[src/rtl/gsc_pkg.sv]
package gsc_pkg;
    localparam int GSC_CHANNELS_DEF = 24;
    localparam int GSC_CH_BITS_DEF  = 8;

    // number of bit slots in one frame: framing bit plus all channel bits
    function automatic int frame_slots(input int n_ch, input int ch_bits);
        return n_ch * ch_bits + 1;
    endfunction
endpackage

[src/rtl/gsc_position.sv]
module gsc_position #(
    parameter int POS_W    = 8,
    parameter int LAST_POS = 192
) (
    input  logic [POS_W-1:0] pos_q,
    input  logic             restart,
    output logic [POS_W-1:0] pos_next
);
    always_comb begin
        if (restart || pos_q == POS_W'(LAST_POS)) begin
            pos_next = '0;
        end else begin
            pos_next = pos_q + 1'b1;
        end
    end
endmodule

[src/rtl/gsc_decode.sv]
module gsc_decode #(
    parameter int POS_W   = 8,
    parameter int CH_W    = 5,
    parameter int BIT_W   = 4,
    parameter int CH_BITS = 8
) (
    input  logic [POS_W-1:0] pos,
    output logic             is_fbit,
    output logic [CH_W-1:0]  chan,
    output logic [BIT_W-1:0] bitn
);
    int unsigned offs;

    always_comb begin
        offs    = 0;
        is_fbit = (pos == '0);
        chan    = '0;
        bitn    = '0;
        if (!is_fbit) begin
            offs = int'(pos) - 1;
            chan = CH_W'(offs / CH_BITS + 1);
            bitn = BIT_W'(offs % CH_BITS + 1);
        end
    end
endmodule

[src/rtl/gsc_gap_rule.sv]
module gsc_gap_rule #(
    parameter int N_CH    = 24,
    parameter int CH_BITS = 8,
    parameter int CH_W    = 5,
    parameter int BIT_W   = 4
) (
    input  logic             is_fbit,
    input  logic [CH_W-1:0]  chan,
    input  logic [BIT_W-1:0] bitn,
    input  logic             fbit_gap,
    input  logic             chan_gap,
    input  logic             bit8_gap,
    input  logic [N_CH-1:0]  mask,
    output logic             gap
);
    logic [N_CH-1:0] sel;

    for (genvar c = 0; c < N_CH; c++) begin : g_chan_sel
        assign sel[c] = mask[c] && (chan == CH_W'(c + 1));
    end

    logic chan_hit;
    logic last_bit;

    assign chan_hit = |sel;
    assign last_bit = (bitn == BIT_W'(CH_BITS));

    always_comb begin
        if (is_fbit) begin
            gap = fbit_gap;
        end else begin
            gap = (chan_gap && chan_hit) || (bit8_gap && last_bit);
        end
    end
endmodule

[src/rtl/gapped_sysclk_gen.sv]
module gapped_sysclk_gen #(
    parameter int N_CH       = gsc_pkg::GSC_CHANNELS_DEF,
    parameter int CH_BITS    = gsc_pkg::GSC_CH_BITS_DEF,
    localparam int FRAME_BITS = gsc_pkg::frame_slots(N_CH, CH_BITS),
    localparam int LAST_POS   = FRAME_BITS - 1,
    localparam int POS_W      = $clog2(FRAME_BITS),
    localparam int CH_W       = $clog2(N_CH + 1),
    localparam int BIT_W      = $clog2(CH_BITS + 1)
) (
    input  logic             clk,
    input  logic             rst_n,
    input  logic             bit_tick,
    input  logic             frame_start,
    input  logic             fbit_gap_en,
    input  logic             chan_gap_en,
    input  logic [N_CH-1:0]  chan_mask,
    input  logic             bit8_gap_en,
    output logic             clk_en_o,
    output logic [POS_W-1:0] pos_o,
    output logic [CH_W-1:0]  chan_o,
    output logic [BIT_W-1:0] bit_o,
    output logic             dont_care_o
);
    typedef struct packed {
        logic            fg;
        logic            cg;
        logic            b8;
        logic [N_CH-1:0] mask;
    } cfg_t;

    typedef struct packed {
        cfg_t             cfg;
        logic [POS_W-1:0] pos;
        logic             en;
        logic             dc;
    } state_t;

    state_t st_d, st_q;

    logic             restart;
    logic [POS_W-1:0] pos_next;
    cfg_t             cfg_live;
    cfg_t             cfg_eff;
    logic             nx_fbit;
    logic [CH_W-1:0]  nx_chan;
    logic [BIT_W-1:0] nx_bit;
    logic             gap;
    logic             out_fbit;

    assign restart  = bit_tick && frame_start;
    assign cfg_live = '{fg: fbit_gap_en, cg: chan_gap_en, b8: bit8_gap_en, mask: chan_mask};
    assign cfg_eff  = restart ? cfg_live : st_q.cfg;

    gsc_position #(
        .POS_W    (POS_W),
        .LAST_POS (LAST_POS)
    ) i_position (
        .pos_q    (st_q.pos),
        .restart  (restart),
        .pos_next (pos_next)
    );

    gsc_decode #(
        .POS_W   (POS_W),
        .CH_W    (CH_W),
        .BIT_W   (BIT_W),
        .CH_BITS (CH_BITS)
    ) i_decode_next (
        .pos     (pos_next),
        .is_fbit (nx_fbit),
        .chan    (nx_chan),
        .bitn    (nx_bit)
    );

    gsc_gap_rule #(
        .N_CH    (N_CH),
        .CH_BITS (CH_BITS),
        .CH_W    (CH_W),
        .BIT_W   (BIT_W)
    ) i_gap_rule (
        .is_fbit  (nx_fbit),
        .chan     (nx_chan),
        .bitn     (nx_bit),
        .fbit_gap (cfg_eff.fg),
        .chan_gap (cfg_eff.cg),
        .bit8_gap (cfg_eff.b8),
        .mask     (cfg_eff.mask),
        .gap      (gap)
    );

    always_comb begin
        st_d    = st_q;
        st_d.en = 1'b0;
        st_d.dc = 1'b0;
        if (bit_tick) begin
            if (frame_start) begin
                st_d.cfg = cfg_live;
            end
            st_d.pos = pos_next;
            st_d.en  = !gap;
            st_d.dc  = gap;
        end
    end

    always_ff @(posedge clk or negedge rst_n) begin
        if (!rst_n) begin
            st_q     <= '0;
            st_q.pos <= POS_W'(LAST_POS);
        end else begin
            st_q <= st_d;
        end
    end

    gsc_decode #(
        .POS_W   (POS_W),
        .CH_W    (CH_W),
        .BIT_W   (BIT_W),
        .CH_BITS (CH_BITS)
    ) i_decode_out (
        .pos     (st_q.pos),
        .is_fbit (out_fbit),
        .chan    (chan_o),
        .bitn    (bit_o)
    );

    assign clk_en_o    = st_q.en;
    assign dont_care_o = st_q.dc;
    assign pos_o       = st_q.pos;
endmodule

[config.mk]
export PLATFORM = sky130hd
export DESIGN_NAME = gapped_sysclk_gen
export DESIGN_NICKNAME = d
export VERILOG_FILES = /design/src/rtl/gsc_pkg.sv /design/src/rtl/gsc_position.sv /design/src/rtl/gsc_decode.sv /design/src/rtl/gsc_gap_rule.sv /design/src/rtl/gapped_sysclk_gen.sv
export SDC_FILE = /design/constraint.sdc
export NUM_CORES = 1
export LEC_CHECK = 0
export BUFFER_PORTS_ARGS = -buffer_cell sky130_fd_sc_hd__clkbuf_2
export CAP_MARGIN = 15
export CORE_MARGIN = 5
export CORE_UTILIZATION = 62
export CTS_CLUSTER_DIAMETER = 50
export DETAILED_ROUTE_END_ITERATION = 10
export PLACE_DENSITY = 0.86
export SYNTH_ARGS = -nofsm -noshare
export SYNTH_HDL_FRONTEND = slang
export SYNTH_HIERARCHICAL = 1
export SYNTH_SLANG_ARGS = --single-unit
export TNS_END_PERCENT = 50
[constraint.sdc]
create_clock -name clk -period 8.7 [get_ports clk]
set_input_delay 1.74 -clock clk [delete_from_list [all_inputs] [get_ports clk]]
set_output_delay 1.74 -clock clk [all_outputs]
set_load 0.01 [all_outputs]
==> results.toml, run 1 <==
[synthesis]
async_reset_ff_frac = 1.00
ys.flop_type = "dfrtp_1"
synth_area_um2 = 3080
ys_ff_latch = 37
syn_area_per_cell_um2 = 10.0
synth_cell_types = 57
syn_nets = 347
synth_edf_count = 0
yosysWarnings = 6
yosysSeqAreaShare = 0.301
netlist_instances = 308

[setup_path]
worstSetupEndpointType = "flop"
required_ns = 8.87
critPathLaunchType = "input port"
crit_arrival_ns = 7.08
worst-path-max-fanout = 55
worst-setup-path-type = "in2reg"

[timing]
fin_skew_ns = 0.0116
finalMaxSlewViolations = 0
fin_setup_tns_ns = 0
fin_crit_ns = 6.91
max_freq_mhz = 145
slew_headroom = 0.292
min_period_over_period = 0.794
rsz0062_at_grt = "false"
finalHoldViolations = 0
max_slew.worst_pin.slew_ns = 1.06
final-setup-viol-count = 0

[floorplanning]
core_um2 = 4790
dieArea_um2 = 6480
pin_count = 50
start_util = 0.644
num_rows = 25
die_x_um = 80.5
fp.dieH_um = 80.5

[clocking]
clk_pin_slew_ns = 0.08
post_cts_resized = 0
h-tree-depth = 2
worstSkewPairLatency_ns = 0.29
tritoncts = "built"
cts.path.max_buffers = 2
postCtsSetupBuffers = 0
holdBufCountCts = 0
cts_buffers = 5
clock-root-buffer = "clkbuf_8"
cts.sinks = 37

[cells_and_area]
layout-drive-gt1-share = 0.395
layout_commonest_cell = "mux2_2"
fin_nets = 375
area_growth_pct = 7.68
final_cell_mix = "mux2_2, clkbuf_2, dfrtp_1"
n_fill_cell = 385
diodes = 0

[place]
post-dp-hpwl_mm = 4.51
gp_congestion = 0.846
io_buffers = 49

[outcome]
status = "complete, no violations"

[routing]
drt_first_pass_iters = 5
drt-total-wl_mm = 6.32
vias_per_cell = 6.00
drc = 0
first_iter_violations = 145
wire_per_inst_um = 15.6
dr_total_vias = 2426
ant_nets = 0

[pwr]
power.density_nw_per_um2 = 320
ir_drop_v = 0.000151
p_leak_uw = 0.00144
power_uw = 1060

[global_routing]
grt_max_degree = 56
grt_pass1_vias = 2269
grt_remaining_overflow = 0
grt_pass1_wl_mm = 10.5
grt_antenna_before_repair = 0
grt_use_total = 0.202

[run]
cap_violations = 0

[worst_hold_path]
hold_class = "reg2reg"
-- per-stage QoR --
| step | instance area [um^2] | hold WS (ns) | setup WS [ns] | util | instances |
|---|---|---|---|---|---|
| floorplan | 3080 | 0.474 | 3.16 | - | 308 |
| global placement | 3200 | 0.480 | 1.86 | 0.670 | 396 |
| detailed placement | 3200 | 0.487 | 1.58 | 0.670 | 396 |
| CTS | 3320 | 0.508 | 1.88 | 0.693 | 404 |
| global route | 3320 | 0.526 | 1.39 | 0.693 | 404 |
| finish | 3320 | 0.506 | 1.79 | 0.693 | 404 |
-- routing by layer --
metal  up-vias  wire length, um  GRT usage
met2        67             3240      0.355
met5         -                0          0
li1       1185                -          -
met1      1170             2760      0.254
met3         4              295     0.0426
met4         0               28     0.0439
-- critical path: stages --
cell and delay, ns:
clkbuf_2 0.20, nand2_4 0.57, inv_1 0.20, inv_1 0.20
o41ai_4 0.13, nor2_1 0.42, inv_1 0.16, ha_1 0.33
nand2_1 0.11, xnor2_1 0.07, ha_1 0.29, xor2_1 0.17
or3_2 0.43, a21oi_1 0.78, mux2i_1 0.26, o21ai_0 0.11
or4_1 0.52, o31ai_1 0.10, a21oi_1 0.12, and2_1 0.17
-- synth_stat cells (all sizes together), types with 2 or more instances --
library cell | number | share of area
xor2 | 6 | 0.017
dfrtp | 35 | 0.28
or3b | 2 | 0.0057
nand3 | 7 | 0.011
a21oi | 12 | 0.019
nand4 | 2 | 0.0041
nor3 | 5 | 0.0081
ha | 8 | 0.032
mux2i | 3 | 0.0097
inv | 20 | 0.024
a32oi | 2 | 0.0057
nand2 | 8 | 0.012
and3 | 2 | 0.0041
or3 | 3 | 0.0069
nor4 | 5 | 0.010
o21ai | 7 | 0.011
xnor2 | 7 | 0.020
a31oi | 4 | 0.0081
o41ai | 2 | 0.012
nor2 | 15 | 0.018
a211oi | 5 | 0.012
o2111ai | 4 | 0.011
mux2 | 63 | 0.23
buf | 23 | 0.062
nor2b | 4 | 0.0081
nand4b | 5 | 0.014
a21o | 2 | 0.0057
clkbuf | 6 | 0.0073
nand3b | 7 | 0.017
o211ai | 3 | 0.0073
or4b | 2 | 0.0077
nand2b | 2 | 0.0041
or4 | 6 | 0.019
a22oi | 2 | 0.0049
a211o | 5 | 0.014
dfstp | 2 | 0.017
and4 | 2 | 0.0057
-- final timing paths --
kind	to	slack [ns]	start	cells past startpoint
worst max-delay path	dont_care_o	1.79	bit_tick	20
worst min-delay path	st_q[30]	0.51	st_q[30]	1
worst max register to register	dont_care_o	3.10	pos_o[0]	19
worst min register to register	st_q[30]	0.51	st_q[30]	1
max in group asynchronous	pos_o[5]	6.55	rst_n	1
min in group asynchronous	st_q[10]	1.57	rst_n	1
-- state kept, by name, indices dropped and copies added, names as in the netlist --
signal,cells
pos_o,8
clk_en_o,1
dont_care_o,1
st_q,27
-- cell families after synthesis --
| kind of cell | after synthesis | synth area share |
|---|---|---|
| flip-flops | 37 | 0.301 |
| multiplexers | 66 | 0.240 |
| adder cells (fa/ha/maj) | 8 | 0.0325 |
| AND/OR/NAND/NOR | 82 | 0.171 |
| AO/OA/AOI/OAI | 53 | 0.125 |
| buffers and inverters | 49 | 0.0934 |
| XOR/XNOR | 13 | 0.0370 |
-- cell type report --
| type | instances | area (um^2) | area share |
|---|---|---|---|
| timing repair buffer | 50 | 253 | 0.0762 |
| clock inverter | 3 | 43.8 | 0.0132 |
| inverter | 20 | 75.1 | 0.0226 |
| sequential | 37 | 928 | 0.280 |
| tap | 67 | 83.8 | 0.0253 |
| multi-input combinational | 222 | 1860 | 0.562 |
| clock buffer | 5 | 68.8 | 0.0207 |
-- report_power, final --
| part | total [uW] | internal (uW) | switching [uW] |
|---|---|---|---|
| sequential | 242 | 202 | 40.4 |
| clock | 148 | 85.9 | 62.5 |
| combinational | 670 | 303 | 367 |
| total | 1060 | 591 | 469 |
Power figures use the tool's default switching activity.
==> run 2, diff against run 1 <==
--- a/config.mk
+++ b/config.mk
@@ -8,10 +8,10 @@
 export BUFFER_PORTS_ARGS = -buffer_cell sky130_fd_sc_hd__clkbuf_2
 export CAP_MARGIN = 15
 export CORE_MARGIN = 5
-export CORE_UTILIZATION = 62
+export CORE_UTILIZATION = 57
 export CTS_CLUSTER_DIAMETER = 50
 export DETAILED_ROUTE_END_ITERATION = 10
-export PLACE_DENSITY = 0.86
+export PLACE_DENSITY = 0.8
 export SYNTH_ARGS = -nofsm -noshare
 export SYNTH_HDL_FRONTEND = slang
 export SYNTH_HIERARCHICAL = 1
==> constraint.sdc (replaced) <==
create_clock -name clk -period 7 [get_ports clk]
set_input_delay 1.4 -clock clk [delete_from_list [all_inputs] [get_ports clk]]
set_output_delay 1.4 -clock clk [all_outputs]
set_load 0.01 [all_outputs]
==> results.toml, run 2 (synthesis gave the netlist of run 1 again) <==
[pwr]
power.density_nw_per_um2 = 386
power.share.clock = 0.120
power_uw = 1270
ir_drop_v = 0.000235
power_frac_comb = 0.645
p_leak_uw = 0.00143
p_int_uw = 703
seqPwrFrac = 0.235
power_switching_share = 0.448
p_sw_uw = 571

[timing]
finalMaxSlewViolations = 0
max_slew.worst_pin.slew_ns = 1.01
timing.final.ws_setup_ns = 1.59
fin_setup_tns_ns = 0
slew_headroom = 0.324
max_freq_mhz = 185
rsz0062_at_grt = "false"
finalHoldViolations = 0
fin_crit_ns = 5.41
final-setup-viol-count = 0
min_period_over_period = 0.773
fin_skew_ns = 0.00608

[place]
io_buffers = 49
dp.cells = 400
post-place-ws_ns = 1.36
post-dp-hpwl_mm = 4.60
gp_congestion = 0.863

[floorplanning]
dieArea_um2 = 6970
die_x_um = 83.5
core_um2 = 5170
num_rows = 26
start_util = 0.596
pin_count = 50
fp.dieH_um = 83.5

[cells_and_area]
area_growth_pct = 7.31
fin_nets = 376
largest-register = "st_q"
diodes = 0
largest_register_ff_count = 27
fin_cells = 408
final_cell_mix = "mux2_2, clkbuf_2, dfrtp_1"
fin_util = 0.639
layout_commonest_cell = "mux2_2"
layout-drive-gt1-share = 0.391

[routing]
drc = 0
drt-total-wl_mm = 6.20
first_iter_violations = 112
drt_first_pass_iters = 4
vias_per_cell = 5.86
wire_per_inst_um = 15.2
ant_nets = 0
dr_total_vias = 2391

[clocking]
postCtsSetupBuffers = 0
cts_buffers = 5
clock-root-buffer = "clkbuf_8"
post_cts_resized = 0
worstSkewPairLatency_ns = 0.29
cts.sinks = 37
tritoncts = "built"
cts.path.max_buffers = 2
clk_pin_slew_ns = 0.07
h-tree-depth = 2
holdBufCountCts = 0

[global_routing]
gr-usage-met1 = 0.244
grt_pass1_vias = 2335
grt_max_degree = 55
grt_use_total = 0.181
grt_util_met2 = 0.305
grt_pass1_wl_mm = 10.8
grt_remaining_overflow = 0
grt_util_met3 = 0.0316
grt_most_used_layer = "met2"
grt_antenna_before_repair = 0

[setup_path]
worst-path-max-fanout = 13
slowest_delay_ns = 0.51
critPathLaunchType = "input port"
required_ns = 7.18
crit_arrival_ns = 5.59
worstSetupEndpointType = "flop"
worst-setup-path-type = "in2reg"
crit_chain = "clkbuf_2 > nand2_4 > inv_1 > inv_1 > o41ai_4 > nor2_1 > inv_1 > ha_1 > nand2_1 > xnor2_1 > ha_1 > xor2_1 > or3_2 > a21oi_1 > buf_4 > mux2i_1 > o21ai_0 > or4_1 > o31ai_1 > a21oi_1 > and2_1"
crit_top_cell = "inv_1"
slowest_stage = "or4_1"

[run]
cap_violations = 0

[worst_hold_path]
hold_class = "reg2reg"

[outcome]
status = "complete, no violations"
run 2: cell types whose count changed in the layout (fill, tap and decap cells not counted):
cell	previous run	this run
buf_4	1	2
bufinv_16	1	0
clkbuf_1	0	2
clkbuf_8	5	6
clkinv_2	1	0
inv_6	1	0
run 2: metrics by stage:
| stage | hold WS [ns] | instance area, um^2 |
|---|---|---|
| 5_1_grt | 0.524 | 3310 |
| 3_5_place_dp | 0.489 | 3220 |
| 3_3_place_gp | 0.481 | 3220 |
| 2_1_floorplan | 0.474 | 3080 |
| 4_1_cts | 0.506 | 3310 |
| 6_report | 0.502 | 3310 |
run 2: power by group through the flow:
stage                     clock [uW]  sequential, uW  combinational, uW
after global routing             166             307                912
after floorplan                    0             290                715
after detailed placement           0             304                815
after global placement             0             301                803
final                            153             300                822
after CTS                        156             299                821
run 2: area by class of cell:
| cell class | instances | area, um^2 |
|---|---|---|
| Tap cell | 70 | 87.6 |
| Multi-Input combinational cell | 222 | 1860 |
| Fill cell | 442 | 1870 |
| Sequential cell | 37 | 928 |
| Timing Repair Buffer | 51 | 260 |
| Clock buffer | 8 | 90.1 |
| Inverter | 20 | 75.1 |
run 2: worst max-delay path, delay by kind of cell:
family / cells / cell delay [ns]
multiplexers: 1 / 0.19
XOR/XNOR: 2 / 0.24
AND/OR/NAND/NOR: 6 / 1.74
buffers and inverters: 5 / 0.79
AO/OA/AOI/OAI: 5 / 0.59
adder cells (fa/ha/maj): 2 / 0.63
run 2: worst paths after layout:
kind,startpoint,endpoint,slack (ns),depth (start not counted)
max in group asynchronous,rst_n,pos_o[0],5.18,1
worst max register to register,pos_o[0],dont_care_o,1.90,17
min in group asynchronous,rst_n,st_q[12],1.24,1
worst min register to register,st_q[27],st_q[27],0.50,1
worst min-delay path,st_q[27],st_q[27],0.50,1
worst max-delay path,bit_tick,dont_care_o,1.59,21
run 2: layer usage:
layer  up-vias  wire (um)
li1       1198          -
met1      1135       2840
met2        48       3020
met3        10        264
met4         0         76
met5         -          0
==> run 3, diff against run 2 <==
--- a/config.mk
+++ b/config.mk
@@ -8,10 +8,10 @@
 export BUFFER_PORTS_ARGS = -buffer_cell sky130_fd_sc_hd__clkbuf_2
 export CAP_MARGIN = 15
 export CORE_MARGIN = 5
-export CORE_UTILIZATION = 57
+export CORE_UTILIZATION = 52
 export CTS_CLUSTER_DIAMETER = 50
 export DETAILED_ROUTE_END_ITERATION = 10
-export PLACE_DENSITY = 0.8
+export PLACE_DENSITY = 0.77
 export SYNTH_ARGS = -nofsm -noshare
 export SYNTH_HDL_FRONTEND = slang
 export SYNTH_HIERARCHICAL = 1
==> constraint.sdc (replaced) <==
create_clock -name clk -period 4.4 [get_ports clk]
set_input_delay 0.88 -clock clk [delete_from_list [all_inputs] [get_ports clk]]
set_output_delay 0.88 -clock clk [all_outputs]
set_load 0.01 [all_outputs]
==> results.toml, run 3 (synthesis gave the netlist of run 1 again) <==
[worst_hold_path]
hold_class = "reg2reg"
min_path_cells = 1
hold_end = "st_q[19]"
min-delay-start = "st_q[19]"

[global_routing]
grt_use_total = 0.187
grt_remaining_overflow = 0
grt_max_degree = 55
grt_pass1_vias = 2566
grt_pass1_wl_mm = 11.6
grt_antenna_before_repair = 0

[place]
gp_congestion = 0.871
io_buffers = 49
post-dp-hpwl_mm = 4.96
post-place-ws_ns = -0.106
dpl_cell_area_um2 = 3410

[clocking]
holdBufCountCts = 0
tritoncts = "built"
clock-root-buffer = "clkbuf_8"
cts.sinks = 37
cts_buffers = 5
clk_pin_slew_ns = 0.07
cts.path.max_buffers = 2
worstSkewPairLatency_ns = 0.28
h-tree-depth = 2

[cells_and_area]
fin_nets = 411
largest_register_ff_count = 27
area_growth_pct = 19.8
final_cell_mix = "mux2_2, clkbuf_2, dfrtp_1, buf_4, inv_1"
fin_util = 0.631
layout_commonest_cell = "mux2_2"
largest-register = "st_q"
design_area_um2 = 3690
diodes = 0
layout-drive-gt1-share = 0.509

[routing]
drc = 0
ant_nets = 0
wire_per_inst_um = 16.2
first_iter_violations = 175
dr_total_vias = 2628
drt_first_pass_iters = 4
drt-total-wl_mm = 7.22
vias_per_cell = 5.89

[setup_path]
reg2reg_to = "dont_care_o"
worst-setup-path-type = "reg2reg"
r2r_cells = 21
r2r-start = "pos_o[0]"
required_ns = 4.58
critPathLaunchType = "flop"
worst-path-max-fanout = 5
reg2reg_slack_ns = 0.08
crit_arrival_ns = 4.50
worstSetupEndpointType = "flop"

[timing]
final-setup-viol-count = 0
slew_headroom = 0.380
fin_crit_ns = 4.32
max_slew.worst_pin.slew_ns = 0.930
min_period_over_period = 0.982
fin_skew_ns = 0.00349
rsz0062_at_grt = "true"
finalMaxSlewViolations = 0
max_freq_mhz = 231
timing.final.ws_setup_ns = 0.0792
finalHoldViolations = 0

[run]
cap_violations = 0

[floorplanning]
dieArea_um2 = 7560
start_util = 0.527
die_x_um = 87.0
pin_count = 50
fp.dieH_um = 87.0
num_rows = 28
core_um2 = 5850

[pwr]
p_leak_uw = 0.00162
power.density_nw_per_um2 = 670
ir_drop_v = 0.000354

[outcome]
status = "complete, no violations"
-- run 3: metrics by stage --
| step | power (uW) | cells | TNS [ns] | hold WS (ns) |
|---|---|---|---|---|
| after floorplan | 1630 | 308 | 0 | 0.474 |
| after global routing | 2660 | 446 | -0.104 | 0.522 |
| after global placement | 1910 | 427 | 0 | 0.481 |
| final | 2470 | 446 | 0 | 0.503 |
| after CTS | 2180 | 435 | 0 | 0.506 |
| after detailed placement | 1950 | 427 | -0.162 | 0.490 |
-- run 3: cell type report --
type	count	area, um^2
fill	437	2160
multi-input combinational	222	1990
sequential	37	930
timing repair buffer	86	528
tap	75	93.8
inverter	20	75.1
clock buffer	5	68.8
clock inverter	1	5.00
-- run 3: worst max-delay path, stage by stage (launching register included) --
cell,delay (ns)
dfrtp_2,0.41
inv_1,0.06
ha_1,0.13
or4b_4,0.48
o41ai_4,0.38
buf_4,0.21
nor2_4,0.05
inv_2,0.09
ha_4,0.15
nand2_1,0.06
xnor2_1,0.13
ha_2,0.21
xor2_1,0.15
or3_4,0.34
a21oi_4,0.19
buf_6,0.14
nand4bb_1,0.11
a21oi_1,0.07
or4_1,0.53
o31ai_2,0.08
a21oi_2,0.09
and2_1,0.16
-- run 3: per-layer routing --
| layer | global-route usage | part of all wire | up-vias |
|---|---|---|---|
| li1 | - | - | 1251 |
| met1 | 0.245 | 0.42 | 1288 |
| met2 | 0.322 | 0.52 | 74 |
| met3 | 0.0293 | 0.049 | 15 |
| met4 | 0.0467 | 0.013 | 0 |
| met5 | 0 | 0 | - |
-- run 3: where the power goes --
part	internal, uW	switching, uW
registers	401	29.3
logic	880	944
clock network	104	115
-- run 3: worst max path at each step --
stage                     slack, ns     endpoint      from
after detailed placement      -0.11  dont_care_o  pos_o[0]
final                          0.08  dont_care_o  pos_o[0]
after CTS                      0.08  dont_care_o  pos_o[0]
after global placement         0.02  dont_care_o  pos_o[0]
after global routing          -0.07  dont_care_o  pos_o[1]
after floorplan               0.005  dont_care_o  pos_o[0]
-- run 3: what timing repair did --
action | CTS | global route
resized for setup | 0 | 25
gates cloned | 0 | 1
setup buffers | 2 | 10
pin swaps | 1 | 9
endpoints found under the hold margin | 0 | 0
setup endpoints to repair | 2 | 2
